`src/rtl/pwm3_pkg.sv`:
```
`timescale 1ns/1ps
// Shared constants and the register address encoding for the PWM generator.
// Assumes a word-addressed write-only register port.
package pwm3_pkg;
    localparam int ADDR_W   = 4;
    localparam int NUM_LEGS = 3;

    typedef enum logic [ADDR_W-1:0] {
        RA_CTRL  = 4'd0,
        RA_PEAK  = 4'd1,
        RA_PRESC = 4'd2,
        RA_DEAD  = 4'd3,
        RA_CDLVL = 4'd4,
        RA_REF0  = 4'd5,
        RA_REF1  = 4'd6,
        RA_REF2  = 4'd7,
        RA_CLEAR = 4'd8
    } reg_addr_e;

    // control register bit positions
    localparam int CB_RUN   = 0;
    localparam int CB_IE_CD = 1;
    localparam int CB_IE_ZR = 2;
    // pending / clear bit positions
    localparam int PB_CD = 0;
    localparam int PB_ZR = 1;
endpackage

```
`src/rtl/pwm3_regs.sv`:
```
`timescale 1ns/1ps
// Register file: decodes writes, holds the settings and shadow references,
// applies the shadows at the cycle boundary and keeps the sticky pending bits.
// Assumes DATA_W >= CNT_W, PRE_W and DT_W.
module pwm3_regs
    import pwm3_pkg::*;
#(
    parameter int CNT_W  = 12,
    parameter int PRE_W  = 8,
    parameter int DT_W   = 8,
    parameter int DATA_W = 16
) (
    input  logic                          clk,
    input  logic                          rst_n,
    input  logic                          wr_en,
    input  logic [ADDR_W-1:0]             wr_addr,
    input  logic [DATA_W-1:0]             wr_data,
    input  logic                          wrap,
    input  logic                          cd_hit,
    output logic                          run,
    output logic [CNT_W-1:0]              peak,
    output logic [PRE_W-1:0]              presc,
    output logic [DT_W-1:0]               dead,
    output logic [CNT_W-1:0]              cd_lvl,
    output logic [NUM_LEGS-1:0][CNT_W-1:0] ref_act,
    output logic                          irq
);
    logic [2:0]                           ctrl_q;
    logic [NUM_LEGS-1:0][CNT_W-1:0]       ref_shd_q;
    logic [NUM_LEGS-1:0][CNT_W-1:0]       ref_act_q;
    logic [1:0]                           pend_q;
    logic [1:0]                           clr;
    logic [1:0]                           hit;

    assign clr = (wr_en && wr_addr == RA_CLEAR) ? wr_data[1:0] : 2'b00;
    assign hit[PB_CD] = cd_hit;
    assign hit[PB_ZR] = wrap;

    // Settings registers written by address.
    always_ff @(posedge clk) begin
        if (!rst_n) begin
            ctrl_q <= '0;
            peak   <= '0;
            presc  <= '0;
            dead   <= '0;
            cd_lvl <= '0;
        end else if (wr_en) begin
            case (wr_addr)
                RA_CTRL:  ctrl_q <= wr_data[2:0];
                RA_PEAK:  peak   <= wr_data[CNT_W-1:0];
                RA_PRESC: presc  <= wr_data[PRE_W-1:0];
                RA_DEAD:  dead   <= wr_data[DT_W-1:0];
                RA_CDLVL: cd_lvl <= wr_data[CNT_W-1:0];
                default:  ;
            endcase
        end
    end

    // Shadow and applied references, one pair per leg.
    for (genvar g = 0; g < NUM_LEGS; g++) begin : g_ref
        always_ff @(posedge clk) begin
            if (!rst_n) begin
                ref_shd_q[g] <= '0;
                ref_act_q[g] <= '0;
            end else begin
                if (wr_en && wr_addr == ADDR_W'(int'(RA_REF0) + g))
                    ref_shd_q[g] <= wr_data[CNT_W-1:0];
                if (!ctrl_q[CB_RUN] || wrap)
                    ref_act_q[g] <= ref_shd_q[g];
            end
        end
    end

    // Sticky pending bits; a new event wins over a clear.
    always_ff @(posedge clk) begin
        if (!rst_n) pend_q <= '0;
        else        pend_q <= (pend_q & ~clr) | hit;
    end

    assign run     = ctrl_q[CB_RUN];
    assign ref_act = ref_act_q;
    assign irq     = (pend_q[PB_CD] && ctrl_q[CB_IE_CD]) ||
                     (pend_q[PB_ZR] && ctrl_q[CB_IE_ZR]);

    AST_REF_FROZEN: assert property (@(posedge clk) disable iff (!rst_n)
        (run && !wrap) |=> $stable(ref_act_q));
    AST_PEND_STICKY: assert property (@(posedge clk) disable iff (!rst_n)
        (pend_q[PB_ZR] && !clr[PB_ZR]) |=> pend_q[PB_ZR]);
    AST_PEND_SET: assert property (@(posedge clk) disable iff (!rst_n)
        cd_hit |=> pend_q[PB_CD]);
endmodule

```
`src/rtl/pwm3_carrier.sv`:
```
`timescale 1ns/1ps
// Prescaler and symmetric up/down triangle counter with its two events.
// Assumes the peak is changed only while stopped.
module pwm3_carrier #(
    parameter int CNT_W = 12,
    parameter int PRE_W = 8
) (
    input  logic             clk,
    input  logic             rst_n,
    input  logic             run,
    input  logic [CNT_W-1:0] peak,
    input  logic [PRE_W-1:0] presc,
    input  logic [CNT_W-1:0] cd_lvl,
    output logic [CNT_W-1:0] cnt,
    output logic             tick,
    output logic             wrap,
    output logic             cd_hit,
    output logic             evt_cd,
    output logic             evt_zero
);
    logic [PRE_W-1:0] pre_q;
    logic [PRE_W-1:0] presc_eff;
    logic [CNT_W-1:0] cnt_q;
    logic             down_q;

    assign presc_eff = (presc == '0) ? PRE_W'(1) : presc;
    assign tick      = run && (pre_q == '0);
    assign wrap      = tick && down_q && (cnt_q == CNT_W'(1));
    assign cd_hit    = tick && down_q && ((cnt_q - CNT_W'(1)) == cd_lvl);

    // Prescaler: one tick every presc_eff clocks while running.
    always_ff @(posedge clk) begin
        if (!rst_n || !run)                       pre_q <= '0;
        else if (pre_q == presc_eff - PRE_W'(1))  pre_q <= '0;
        else                                      pre_q <= pre_q + PRE_W'(1);
    end

    // Triangle: climb to the peak, then descend to zero.
    always_ff @(posedge clk) begin
        if (!rst_n || !run) begin
            cnt_q  <= '0;
            down_q <= 1'b0;
        end else if (tick) begin
            if (peak == '0) begin
                cnt_q  <= '0;
                down_q <= 1'b0;
            end else if (down_q) begin
                cnt_q <= cnt_q - CNT_W'(1);
                if (cnt_q == CNT_W'(1)) down_q <= 1'b0;
            end else if (cnt_q >= peak) begin
                cnt_q  <= cnt_q - CNT_W'(1);
                down_q <= 1'b1;
            end else begin
                cnt_q <= cnt_q + CNT_W'(1);
                if (cnt_q + CNT_W'(1) == peak) down_q <= 1'b1;
            end
        end
    end

    // Event pulses aligned with the counter value they mark.
    always_ff @(posedge clk) begin
        if (!rst_n || !run) begin
            evt_cd   <= 1'b0;
            evt_zero <= 1'b0;
        end else begin
            evt_cd   <= cd_hit;
            evt_zero <= wrap;
        end
    end

    assign cnt = cnt_q;

    AST_CNT_BOUND: assert property (@(posedge clk) disable iff (!rst_n)
        (run && $stable(peak) && $past(cnt_q <= peak)) |-> cnt_q <= peak);
    AST_UNIT_STEP: assert property (@(posedge clk) disable iff (!rst_n)
        (tick && peak != '0) |=> (cnt_q == $past(cnt_q) + CNT_W'(1)) ||
                                 (cnt_q == $past(cnt_q) - CNT_W'(1)));
    AST_HOLD_IDLE: assert property (@(posedge clk) disable iff (!rst_n)
        (run && !tick) |=> $stable(cnt_q));
    AST_ZERO_MARK: assert property (@(posedge clk) disable iff (!rst_n)
        evt_zero |-> cnt_q == '0);
    AST_CD_MARK: assert property (@(posedge clk) disable iff (!rst_n)
        evt_cd |-> cnt_q == $past(cd_lvl));
endmodule

```
`src/rtl/pwm3_deadband.sv`:
```
`timescale 1ns/1ps
// One leg's complementary output stage: turn-on waits until the raw
// state has held for the dead-time count of ticks; turn-off is immediate.
// Assumes raw only changes on carrier ticks or at run start.
module pwm3_deadband #(
    parameter int DT_W = 8
) (
    input  logic            clk,
    input  logic            rst_n,
    input  logic            run,
    input  logic            tick,
    input  logic            raw,
    input  logic [DT_W-1:0] dead,
    output logic            hi,
    output logic            lo
);
    logic            last_q;
    logic [DT_W-1:0] held_q;
    logic            settled;

    assign settled = (raw == last_q) ? ({1'b0, held_q} + 1'b1 >= {1'b0, dead})
                                     : (dead == '0);

    // Track raw history and gate the outputs by the settle rule.
    always_ff @(posedge clk) begin
        if (!rst_n) begin
            last_q <= 1'b0;
            held_q <= '0;
            hi     <= 1'b0;
            lo     <= 1'b0;
        end else if (!run) begin
            last_q <= !raw;
            held_q <= '0;
            hi     <= 1'b0;
            lo     <= 1'b0;
        end else begin
            last_q <= raw;
            if (raw != last_q)                held_q <= '0;
            else if (tick && held_q < dead)   held_q <= held_q + DT_W'(1);
            hi <= raw && settled;
            lo <= !raw && settled;
        end
    end

    AST_NO_SHOOT: assert property (@(posedge clk) disable iff (!rst_n)
        !(hi && lo));
    AST_STOP_QUIET: assert property (@(posedge clk) disable iff (!rst_n)
        !run |=> (!hi && !lo));
    AST_HI_DELAYED: assert property (@(posedge clk) disable iff (!rst_n)
        ($rose(hi) && $past(dead) != '0) |-> ($past(raw, 1) && $past(raw, 2)));
endmodule

```
`src/rtl/pwm3_gen.sv`:
```
`timescale 1ns/1ps
// Top: three-leg triangle-carrier PWM with dead time, compare-down and
// zero events and a maskable interrupt. Register map in pwm3_pkg.
module pwm3_gen
    import pwm3_pkg::*;
#(
    parameter int CNT_W  = 12,
    parameter int PRE_W  = 8,
    parameter int DT_W   = 8,
    parameter int DATA_W = 16
) (
    input  logic                clk,
    input  logic                rst_n,
    input  logic                wr_en,
    input  logic [ADDR_W-1:0]   wr_addr,
    input  logic [DATA_W-1:0]   wr_data,
    output logic [NUM_LEGS-1:0] gate_hi,
    output logic [NUM_LEGS-1:0] gate_lo,
    output logic                evt_cmp_down,
    output logic                evt_zero,
    output logic                irq
);
    logic                           run, tick, wrap, cd_hit;
    logic [CNT_W-1:0]               peak, cd_lvl, cnt;
    logic [PRE_W-1:0]               presc;
    logic [DT_W-1:0]                dead;
    logic [NUM_LEGS-1:0][CNT_W-1:0] ref_act;
    logic [NUM_LEGS-1:0]            raw;

    pwm3_regs #(.CNT_W(CNT_W), .PRE_W(PRE_W), .DT_W(DT_W), .DATA_W(DATA_W)) u_regs (
        .clk(clk), .rst_n(rst_n), .wr_en(wr_en), .wr_addr(wr_addr), .wr_data(wr_data),
        .wrap(wrap), .cd_hit(cd_hit), .run(run), .peak(peak), .presc(presc),
        .dead(dead), .cd_lvl(cd_lvl), .ref_act(ref_act), .irq(irq)
    );

    pwm3_carrier #(.CNT_W(CNT_W), .PRE_W(PRE_W)) u_carrier (
        .clk(clk), .rst_n(rst_n), .run(run), .peak(peak), .presc(presc),
        .cd_lvl(cd_lvl), .cnt(cnt), .tick(tick), .wrap(wrap), .cd_hit(cd_hit),
        .evt_cd(evt_cmp_down), .evt_zero(evt_zero)
    );

    for (genvar g = 0; g < NUM_LEGS; g++) begin : g_leg
        assign raw[g] = ref_act[g] > cnt;
        pwm3_deadband #(.DT_W(DT_W)) u_db (
            .clk(clk), .rst_n(rst_n), .run(run), .tick(tick), .raw(raw[g]),
            .dead(dead), .hi(gate_hi[g]), .lo(gate_lo[g])
        );
    end
endmodule

```
`config.mk`:
```
export PLATFORM = sky130hd
export DESIGN_NAME = pwm3_gen
export DESIGN_NICKNAME = d
export VERILOG_FILES = /design/src/rtl/pwm3_pkg.sv /design/src/rtl/pwm3_regs.sv /design/src/rtl/pwm3_carrier.sv /design/src/rtl/pwm3_deadband.sv /design/src/rtl/pwm3_gen.sv
export SDC_FILE = /design/constraint.sdc
export NUM_CORES = 1
export LEC_CHECK = 0
export BUFFER_PORTS_ARGS = -buffer_cell sky130_fd_sc_hd__buf_2
export CORE_ASPECT_RATIO = 1.4
export CORE_MARGIN = 2
export CORE_UTILIZATION = 61
export CTS_BUF_LIST = sky130_fd_sc_hd__clkbuf_4
export CTS_CLUSTER_SIZE = 14
export DETAILED_ROUTE_END_ITERATION = 12
export PLACE_DENSITY = 0.85
export SLEW_MARGIN = 20
export SYNTH_ARGS = -nofsm -noshare
export SYNTH_HDL_FRONTEND = slang
export SYNTH_SLANG_ARGS = --single-unit
```
`constraint.sdc`:
```
create_clock -name clk -period 6.9 [get_ports clk]
set_input_delay 0 -clock clk [delete_from_list [all_inputs] [get_ports clk]]
set_output_delay 0 -clock clk [all_outputs]
set_load 0.03 [all_outputs]
```
After elaboration in Yosys (flattened, before gate mapping)
Index checks and enable logic that the tools add are counted.

Output and inout bits: 9. Bits in latches: 0. RAM bits: 0. Register bits after elaboration: 173. Memories: 0. Input bits: 23. Bits in read-only memories: 0.

Equality and inequality tests: 18. Div/mod/pow operators: 0. Bitwise gates (word level): 5. $add $sub $neg: 10. Reductions and logical operators: 42. $mul: 0. Shifts and indexed selects: 0. Order comparisons: 10. Multiplexer cells: 16.

Operator list (count): 12-bit > comparator (3); 12-bit 2-to-1 mux (3); 8-bit by 1-bit adder with 8-bit output (second input constant) (4); 8-bit by 1-bit adder with 9-bit output (second input constant) (3); 9-bit by 8-bit greater-or-equal comparator with 1-bit output (3); 12-bit == test (2); 8-bit logical NOT (3); 8-bit < comparator (3); 1-bit logical AND (19); 4-bit by 3-bit == test with 1-bit output (second input constant) (4); 12-bit by 1-bit adder with 12-bit output (second input constant) (1); 12-bit by 1-bit == test with 1-bit output (second input constant) (1); 12-bit greater-or-equal comparator (1); 12-bit logical NOT (1); 2-bit AND reduction (6); 12-bit by 1-bit subtractor with 12-bit output (second input constant) (1); 1-bit 2-to-1 mux (11); 3-bit OR reduction (3); 4-bit by 2-bit == test with 1-bit output (second input constant) (2); 8-bit == test (1); 8-bit 2-to-1 mux (1); 8-bit by 1-bit subtractor with 8-bit output (second input constant) (1); 1-bit logical NOT (5); 4-bit by 1-bit == test with 1-bit output (second input constant) (1); other kinds (11) (18).

Logic depth before layout (Yosys ltp)
Gate-level depths: netlist of run 1.

Depth after elaboration: 6. Gate-level depth with buffers: 10. Mapped depth without buffers: 10.

Hierarchy
From an unflattened synthesis of run 1, not the netlist that was laid out.

Cell total of the unflattened synthesis: 1215. Area, all modules: 10525.1 um^2.

Modules (own cells, without submodules): pwm3_regs (seq. area each 2342.2 um^2, times used 1, area each 4312.9 um^2, cells each 447); pwm3_deadband (seq. area each 220.2 um^2, times used 3, area each 954.7 um^2, cells each 110); pwm3_carrier (seq. area each 460.4 um^2, times used 1, area each 2541.2 um^2, cells each 334); pwm3_gen (seq. area each 0.0 um^2, times used 1, area each 807.0 um^2, cells each 104).

Worst setup path after synthesis of run 1
OpenSTA, ideal clock, no wires.

Kind: register to register. Start: reg u_carrier.cnt_q[10], in the netlist u_carrier.cnt[10]. End: reg g_leg[2].u_db.held_q[0]. Cell stages (with the launch flop): 9. Buffers on the path: 1. Period minus slack after synthesis: 2.574 ns. Data required time: 6.752 ns. Slack: 4.326 ns. Arrival: 2.426 ns. Cell sequence: dfxtp_1 -> clkbuf_1 -> inv_1 -> ha_1 -> nand3_1 -> or3_1 -> o221a_2 -> nor3_1 -> nor4_1.

Longest elaborated chain between the ends: 3.

RTL lines: from (decl) (line pwm3_carrier.sv:23) `logic [CNT_W-1:0] cnt_q;`; from (signal assigned) (line pwm3_carrier.sv:48) `cnt_q <= cnt_q - CNT_W'(1);`; from (signal assigned) (line pwm3_carrier.sv:51) `cnt_q <= cnt_q - CNT_W'(1);`; from (signal assigned) (line pwm3_carrier.sv:54) `cnt_q <= cnt_q + CNT_W'(1);`; 12-bit > comparator (line pwm3_gen.sv:43) `assign raw[g] = ref_act[g] > cnt;`; 1-bit inequality test (line pwm3_deadband.sv:38) `if (raw != last_q) held_q <= '0;`; 3-bit OR reduction (no line); to (signal assigned) (line pwm3_deadband.sv:39) `else if (tick && held_q < dead) held_q <= held_q + DT_W'(1);`; to (decl) (line pwm3_deadband.sv:18) `logic [DT_W-1:0] held_q;`.

Every way passes these cells. A chain may end at the register's enable or synchronous reset.

Worst setup path after layout of run 1
Start: reg u_carrier.cnt_q[0], in the netlist u_carrier.cnt[0]. End: reg u_regs.pend_q[0].

Longest elaborated chain between the ends: 4.

RTL lines: 12-bit by 1-bit subtractor with 12-bit output (line pwm3_carrier.sv:29) `assign cd_hit = tick && down_q && ((cnt_q - CNT_W'(1)) == cd_lvl);`; 12-bit == test (line pwm3_carrier.sv:29); 1-bit logical AND (line pwm3_carrier.sv:29); 2-bit OR (line pwm3_regs.sv:77) `else pend_q <= (pend_q & ~clr) | hit;`; to (signal assigned) (line pwm3_regs.sv:77); to (decl) (line pwm3_regs.sv:31) `logic [1:0] pend_q;`.

Every way passes these cells.

==> results of run 1 <==
cells in the final DEF, fill, tap and decap left out, drive strengths merged, types with 16 or more instances in the layout:
cell | synthesis | final
inv | 49 | 52
xnor2 | 50 | 50
buf | 20 | 33
nor2 | 115 | 115
a21oi | 94 | 94
nor3 | 38 | 38
clkbuf | 37 | 17
dlygate4sd3 | 0 | 24
nor4 | 32 | 32
ha | 105 | 105
nand2 | 143 | 143
and3 | 16 | 16
nand3 | 39 | 39
o21ai | 27 | 27
xor2 | 36 | 36
mux2i | 68 | 68
dfxtp | 173 | 173
registers in the layout, summed over array words and instances (netlist names), 2 cells and up:
| register | count |
|---|---|
| g_leg.u_db.lo | 3 |
| u_regs.ctrl_q | 3 |
| u_regs.ref_act | 36 |
| u_regs.dead | 8 |
| g_leg.u_db.hi | 3 |
| u_regs.peak | 12 |
| u_regs.cd_lvl | 12 |
| u_carrier.cnt | 12 |
| u_carrier.pre_q | 8 |
| g_leg.u_db.held_q | 24 |
| u_regs.ref_shd_q | 36 |
| u_regs.presc | 8 |
| u_regs.pend_q | 2 |
| g_leg.u_db.last_q | 3 |
kinds of logic (layout without fill, tap and decap cells):
logic type / after synthesis / count (layout) / share of synthesized area, %
and+or+nand+nor: 450 / 450 / 20.9
AOI/OAI and AO/OA: 223 / 223 / 14.0
DFF: 173 / 173 / 33.8
other: 0 / 1 / 0
xor gates and xnor gates: 86 / 86 / 7.36
muxes: 69 / 69 / 6.76
buffers and inverters: 106 / 137 / 4.31
adders and majority gates: 105 / 105 / 12.8
worst paths after layout:
check                       start                 end  slack [ns]  cells past startpoint
max              u_carrier.cnt[0]    u_regs.pend_q[0]        3.01                      9
min                    wr_data[8]    u_regs.cd_lvl[8]        0.27                      4
max reg2reg      u_carrier.cnt[0]    u_regs.pend_q[0]        3.01                      9
min reg2reg  u_regs.ref_shd_q[15]  u_regs.ref_act[15]        0.47                      2
what timing repair did:
item | in CTS | in global routing
hold endpoints to repair | 82 | 0
gates resized for setup | 0 | 0
setup buffers | 0 | 0
hold buffers | 24 | 0
area by class of cell:
class	count	area (um2)	share of cell area, %
Multi-Input combinational cell	933	6350	57.9
Tap cell	203	254	2.32
Inverter	49	185	1.69
Timing Repair Buffer	57	424	3.87
Sequential cell	173	3460	31.6
Antenna cell	1	2.50	0.0228
Clock buffer	17	128	1.16
Clock inverter	14	166	1.52
metal layers:
| metal | vias up | wire length (um) | GRT usage [%] |
|---|---|---|---|
| li1 | 4354 | - | - |
| met1 | 4235 | 10200 | 33.8 |
| met2 | 324 | 12400 | 49.2 |
| met3 | 83 | 1430 | 3.97 |
| met4 | 0 | 1250 | 18.2 |
| met5 | - | 0 | 0 |
worst register-to-register path, cell delays in order, from the launching register on:
cell,delay [ns]
dfxtp_1,0.72
inv_1,0.15
ha_1,0.41
xor2_1,0.16
nand3_1,0.09
nor4_1,0.34
or4b_1,0.54
nor4_2,0.67
o21a_1,0.23
dlygate4sd3_1,0.54
power groups by stage:
stage | Combinational, mW | Sequential, mW | Clock, mW
final | 0.142 | 1.02 | 0.620
after global routing | 0.154 | 1.02 | 0.664
after CTS | 0.139 | 1.02 | 0.631
after detailed placement | 0.130 | 1.04 | 0
after global placement | 0.126 | 1.04 | 0
after floorplan | 0.0903 | 1.04 | 0
cells in the mapped netlist, types with 7 or more instances:
cell,count
a31oi_1,9
and3_1,16
a211o_1,8
nor2b_1,11
a21oi_1,94
nor2_1,114
mux2i_1,68
nand4_1,15
nand2_1,142
buf_2,11
o211ai_1,15
xor2_1,36
inv_1,48
or4_1,7
clkbuf_1,37
xnor2_1,50
a21o_1,7
dfxtp_1,173
o21ai_0,25
nor4_1,31
ha_1,105
nand3_1,39
nor3_1,37
==> results.toml, run 1 <==
[power_and_ir_drop]
combPwrFrac_pct = 8.0
peakVddDrop_mv = 0.157
power.switching_uw = 470
switching_share_pct = 26.4
powerDensity_mw_per_mm2 = 162
power_frac_clock_pct = 34.8
p_leak_nw = 4.37
p_seq_share_pct = 57.2
power.internal_mw = 1.31
p_total_mw = 1.78

[clock_tree]
clk_latency_ns = 0.60
cts_tree = "built"
clock-sinks = 173
cts-buffers-inserted = 17
cts.clk_slew.worst_paths_ns = 0.14
clockBufferDepth = 2
cts_root_buf = "clkbuf_4"
h-tree-depth = 4

[routing]
route.detailed.drc = 0
postRouteAntennaNets = 0
drt_first_pass_iters = 8
drt_wl_total_um = 25300
vias_per_cell = 6.22
post_drt_wl_per_cell_um = 17.5
via_count = 8996
drt-initial-drc-count = 620

[worst_setup_path]
arrival_ns = 4.43
worstPathCellList = "inv_1 > ha_1 > xor2_1 > nand3_1 > nor4_1 > or4b_1 > nor4_2 > o21a_1 > dlygate4sd3_1"
cp_top_family = "simple AND/OR/NAND/NOR gates"
worst-path-max-fanout = 14
critPathMaxStageDelay_ns = 0.72
end_kind = "register"
crit_path_start_kind = "register"
slowest_stage = "dfxtp_1"
worstSetupPathType = "register to register"
cp.required_ns = 7.44
worst-path-buf-inv = 2

[synth]
synthFlopType = "dfxtp_1"
syn_area_mm2 = 0.0102
netlist.area_leader.share_pct = 33.8
syn_nets = 1340
netlist_instances = 1212
synth_cell_types = 72
yosys_warnings = 0
async_flop_share_pct = 0
synth_top_cell_by_area = "dfxtp_1"
synth-edff-count = 0
ys_seq_area_share_pct = 33.8
syn_avg_cell_area_um2 = 8.45
synth_seq_cells = 173
synthTopCellsByArea = "dfxtp_1, ha_1, mux2i_1"

[floorplan]
core-area_mm2 = 0.0166
dieHeight_um = 157
start_util_pct = 61.7
die_w_um = 113
pin_count = 32
core.rowCount = 56
die-area_mm2 = 0.0179

[timing]
period_minus_slack_ns = 3.89
max_freq_ghz = 0.257
finClkSkew_ns = 0.0173
slew_headroom_pct = 30.6
fin_ws_ns = 3.01
setup_viol = 0
rsz0062_at_grt = "no"
tightest_slew_ns = 1.03
finalSetupTns_ns = 0
hold-worst-slack_ns = 0.270
drv_slew = 0
finalCritPeriodShare_pct = 56.4
hold_viol = 0

[job]
cap_violations = 0

[global_route]
grt_start_max_net_pins = 119
grt_overflow_total = 0
antenna_found_initial = 1
grt_pass1_wl_um = 40900
track_usage_pct = 28.7
grt_pass1_vias = 8574

[place]
place.gp.congestion = 0.910
dpl-instance-area_mm2 = 0.0104
dp.cells = 1391
pre_cts_ws_ns = 3.69
io_buffers = 27
place_hpwl_um = 17900

[worst_hold_path]
hold_path.class = "primary input to register"

[final_layout]
final_nets = 1359
stdcell_count = 1447
fillers = 1305
drive_gt1_share_pct = 6.68
final_area_mm2 = 0.0110
syn_to_final_growth_pct = 7.14
post-route-util_pct = 66.1

[status]
status = "finished clean"
No activity file was read; power rests on OpenSTA's default activity.
==> inputs of run 2 (changes only) <==
--- a/config.mk
+++ b/config.mk
@@ -8,11 +8,11 @@
 export BUFFER_PORTS_ARGS = -buffer_cell sky130_fd_sc_hd__buf_2
 export CORE_ASPECT_RATIO = 1.4
 export CORE_MARGIN = 2
-export CORE_UTILIZATION = 61
+export CORE_UTILIZATION = 59
 export CTS_BUF_LIST = sky130_fd_sc_hd__clkbuf_4
 export CTS_CLUSTER_SIZE = 14
 export DETAILED_ROUTE_END_ITERATION = 12
-export PLACE_DENSITY = 0.85
+export PLACE_DENSITY = 0.86
 export SLEW_MARGIN = 20
 export SYNTH_ARGS = -nofsm -noshare
 export SYNTH_HDL_FRONTEND = slang
==> constraint.sdc (replaced) <==
create_clock -name clk -period 3.4 [get_ports clk]
set_input_delay 0 -clock clk [delete_from_list [all_inputs] [get_ports clk]]
set_output_delay 0 -clock clk [all_outputs]
set_load 0.03 [all_outputs]
==> run 2 against run 1 <==
  * First-iteration DRC count increased by 11%
  * Sequential share of layout area decreased by 0.64 points
  * Combinational power increased by 110%
  * Maximum frequency increased by 17%
  * Die area increased by 3.3%
  * Routed wire length increased by 3.2%
  * Global-route usage increased by 0.44 points
  * Worst hold slack got worse by 0.025 ns
  * Clock skew increased by 0.0057 ns
  * Largest power group unchanged
==> results.toml, run 2 (same netlist as run 1, synthesis figures left out) <==
[status]
status = "finished clean"

[timing]
finalCritPeriodShare_pct = 97.4
setup_viol = 0
drv_slew = 0
finClkSkew_ns = 0.0230
rsz0062_at_grt = "no"
slew_headroom_pct = 34.3
finalSetupTns_ns = 0
hold_viol = 0
period_minus_slack_ns = 3.31
tightest_slew_ns = 0.977
max_freq_ghz = 0.302

[worst_setup_path]
worst-path-max-fanout = 8
r2r_cells = 9
worstSetupPathType = "register to register"
arrival_ns = 3.87
crit_path_start_kind = "register"
cp.required_ns = 3.95
end_kind = "register"

[global_route]
antenna_found_initial = 1
grt_start_max_net_pins = 70
track_usage_pct = 29.2
grt_pass1_wl_um = 43000
grt_pass1_vias = 8985
grt_overflow_total = 0

[floorplan]
dieHeight_um = 160
pin_count = 32
die-area_mm2 = 0.0184
core-area_mm2 = 0.0172
core.rowCount = 57
die_w_um = 115
start_util_pct = 59.6

[clock_tree]
clockBufferDepth = 2
post_cts_buffers = 0
cts_root_buf = "clkbuf_4"
clk_latency_ns = 0.61
cts-buffers-inserted = 17
h-tree-depth = 4
cts.clk_slew.worst_paths_ns = 0.16
clock-sinks = 173
cts_tree = "built"

[routing]
wl_met1_um = 10400
vias_per_cell = 6.08
drt_wl_total_um = 26100
dr_wl_met3_um = 1680
drt_first_pass_iters = 8
postRouteAntennaNets = 0
drt-initial-drc-count = 689
wl_met2_um = 12800
post_drt_wl_per_cell_um = 17.3
routed.top_layer = "met4"
via_count = 9156
route.detailed.drc = 0

[final_layout]
stdcell_count = 1506
mostFrequentLayoutCell = "dfxtp_1"
final_nets = 1384
drive_gt1_share_pct = 8.67
mostFrequentLayoutCells = "dfxtp_1, nand2_1, nor2_1"
syn_to_final_growth_pct = 9.35

[place]
io_buffers = 27
dp.cells = 1449
place.gp.congestion = 0.954
place_hpwl_um = 18900

[job]
cap_violations = 0

[power_and_ir_drop]
powerDensity_mw_per_mm2 = 317
peakVddDrop_mv = 0.303
p_leak_nw = 4.50

[worst_hold_path]
min_path_cells = 4
hold_path.class = "primary input to register"
-- run 2: changes by cell type in the layout (fill, tap and decap cells not counted), moves of 2 or more --
| cell | before | now |
|---|---|---|
| bufinv_16 | 3 | 1 |
| clkinv_2 | 4 | 2 |
| clkinv_8 | 0 | 2 |
| buf_4 | 5 | 31 |
| inv_6 | 3 | 5 |
-- run 2: worst max-delay path, cell delays in order, from the launching register on --
cell and delay, ns:
dfxtp_1 0.41, inv_1 0.12, ha_2 0.28, or3b_4 0.44
nor3_4 0.20, xnor2_1 0.11, or4b_1 0.57, nor4_4 0.40
o21a_1 0.18, dlygate4sd3_1 0.55
-- run 2: power by group --
part	internal [mW]	leakage [nW]	switching, mW	total (mW)
sequential	2.05	1.40	0.0177	2.06
combinational	0.112	2.95	0.187	0.299
clock	0.388	0.149	0.792	1.18
-- run 2: per-layer routing --
metal	vias up	track usage, %
met4	0	16.2
met3	96	4.90
met2	387	48.6
li1	4396	-
met5	-	0
met1	4277	35.2
-- run 2: area by class of cell --
class                      count  area [um2]
antenna                        1        2.50
clock buffer                  17         128
clock inverter                15         159
fill                        1392        5990
inverter                      49         185
multi-input combinational    933        6350
sequential                   173        3460
tap                          236         295
timing repair buffer          82         608
-- run 2: metrics by stage --
stage | area, um2 | worst slack, ns | utilization [%] | hold WS, ns | total power, mW
after CTS | 11200 | 0.0539 | 65.1 | 0.222 | 3.54
after global routing | 11200 | 0.0110 | 65.1 | 0.255 | 3.66
after floorplan | 10200 | 0.826 | - | 0.118 | 2.29
final | 11200 | 0.0872 | 65.1 | 0.244 | 3.54
after global placement | 10700 | 0.667 | 62.0 | 0.300 | 2.37
after detailed placement | 10700 | 0.574 | 62.0 | 0.300 | 2.38
-- run 2: path summary, 6_finish.rpt --
kind                      startpoint                 end  slack, ns
hold reg to reg   u_regs.ref_act[31]  u_regs.ref_act[31]       0.46
setup reg to reg    u_carrier.cnt[1]    u_regs.pend_q[0]       0.09
hold / removal            wr_data[9]      u_regs.peak[9]       0.24
setup / recovery    u_carrier.cnt[1]    u_regs.pend_q[0]       0.09
-- run 2: repair_timing --
action	4_1_cts	5_1_grt
gates resized for setup	0	2
hold buffers	24	0
endpoints found under the hold margin	83	0
setup endpoints to repair	0	1
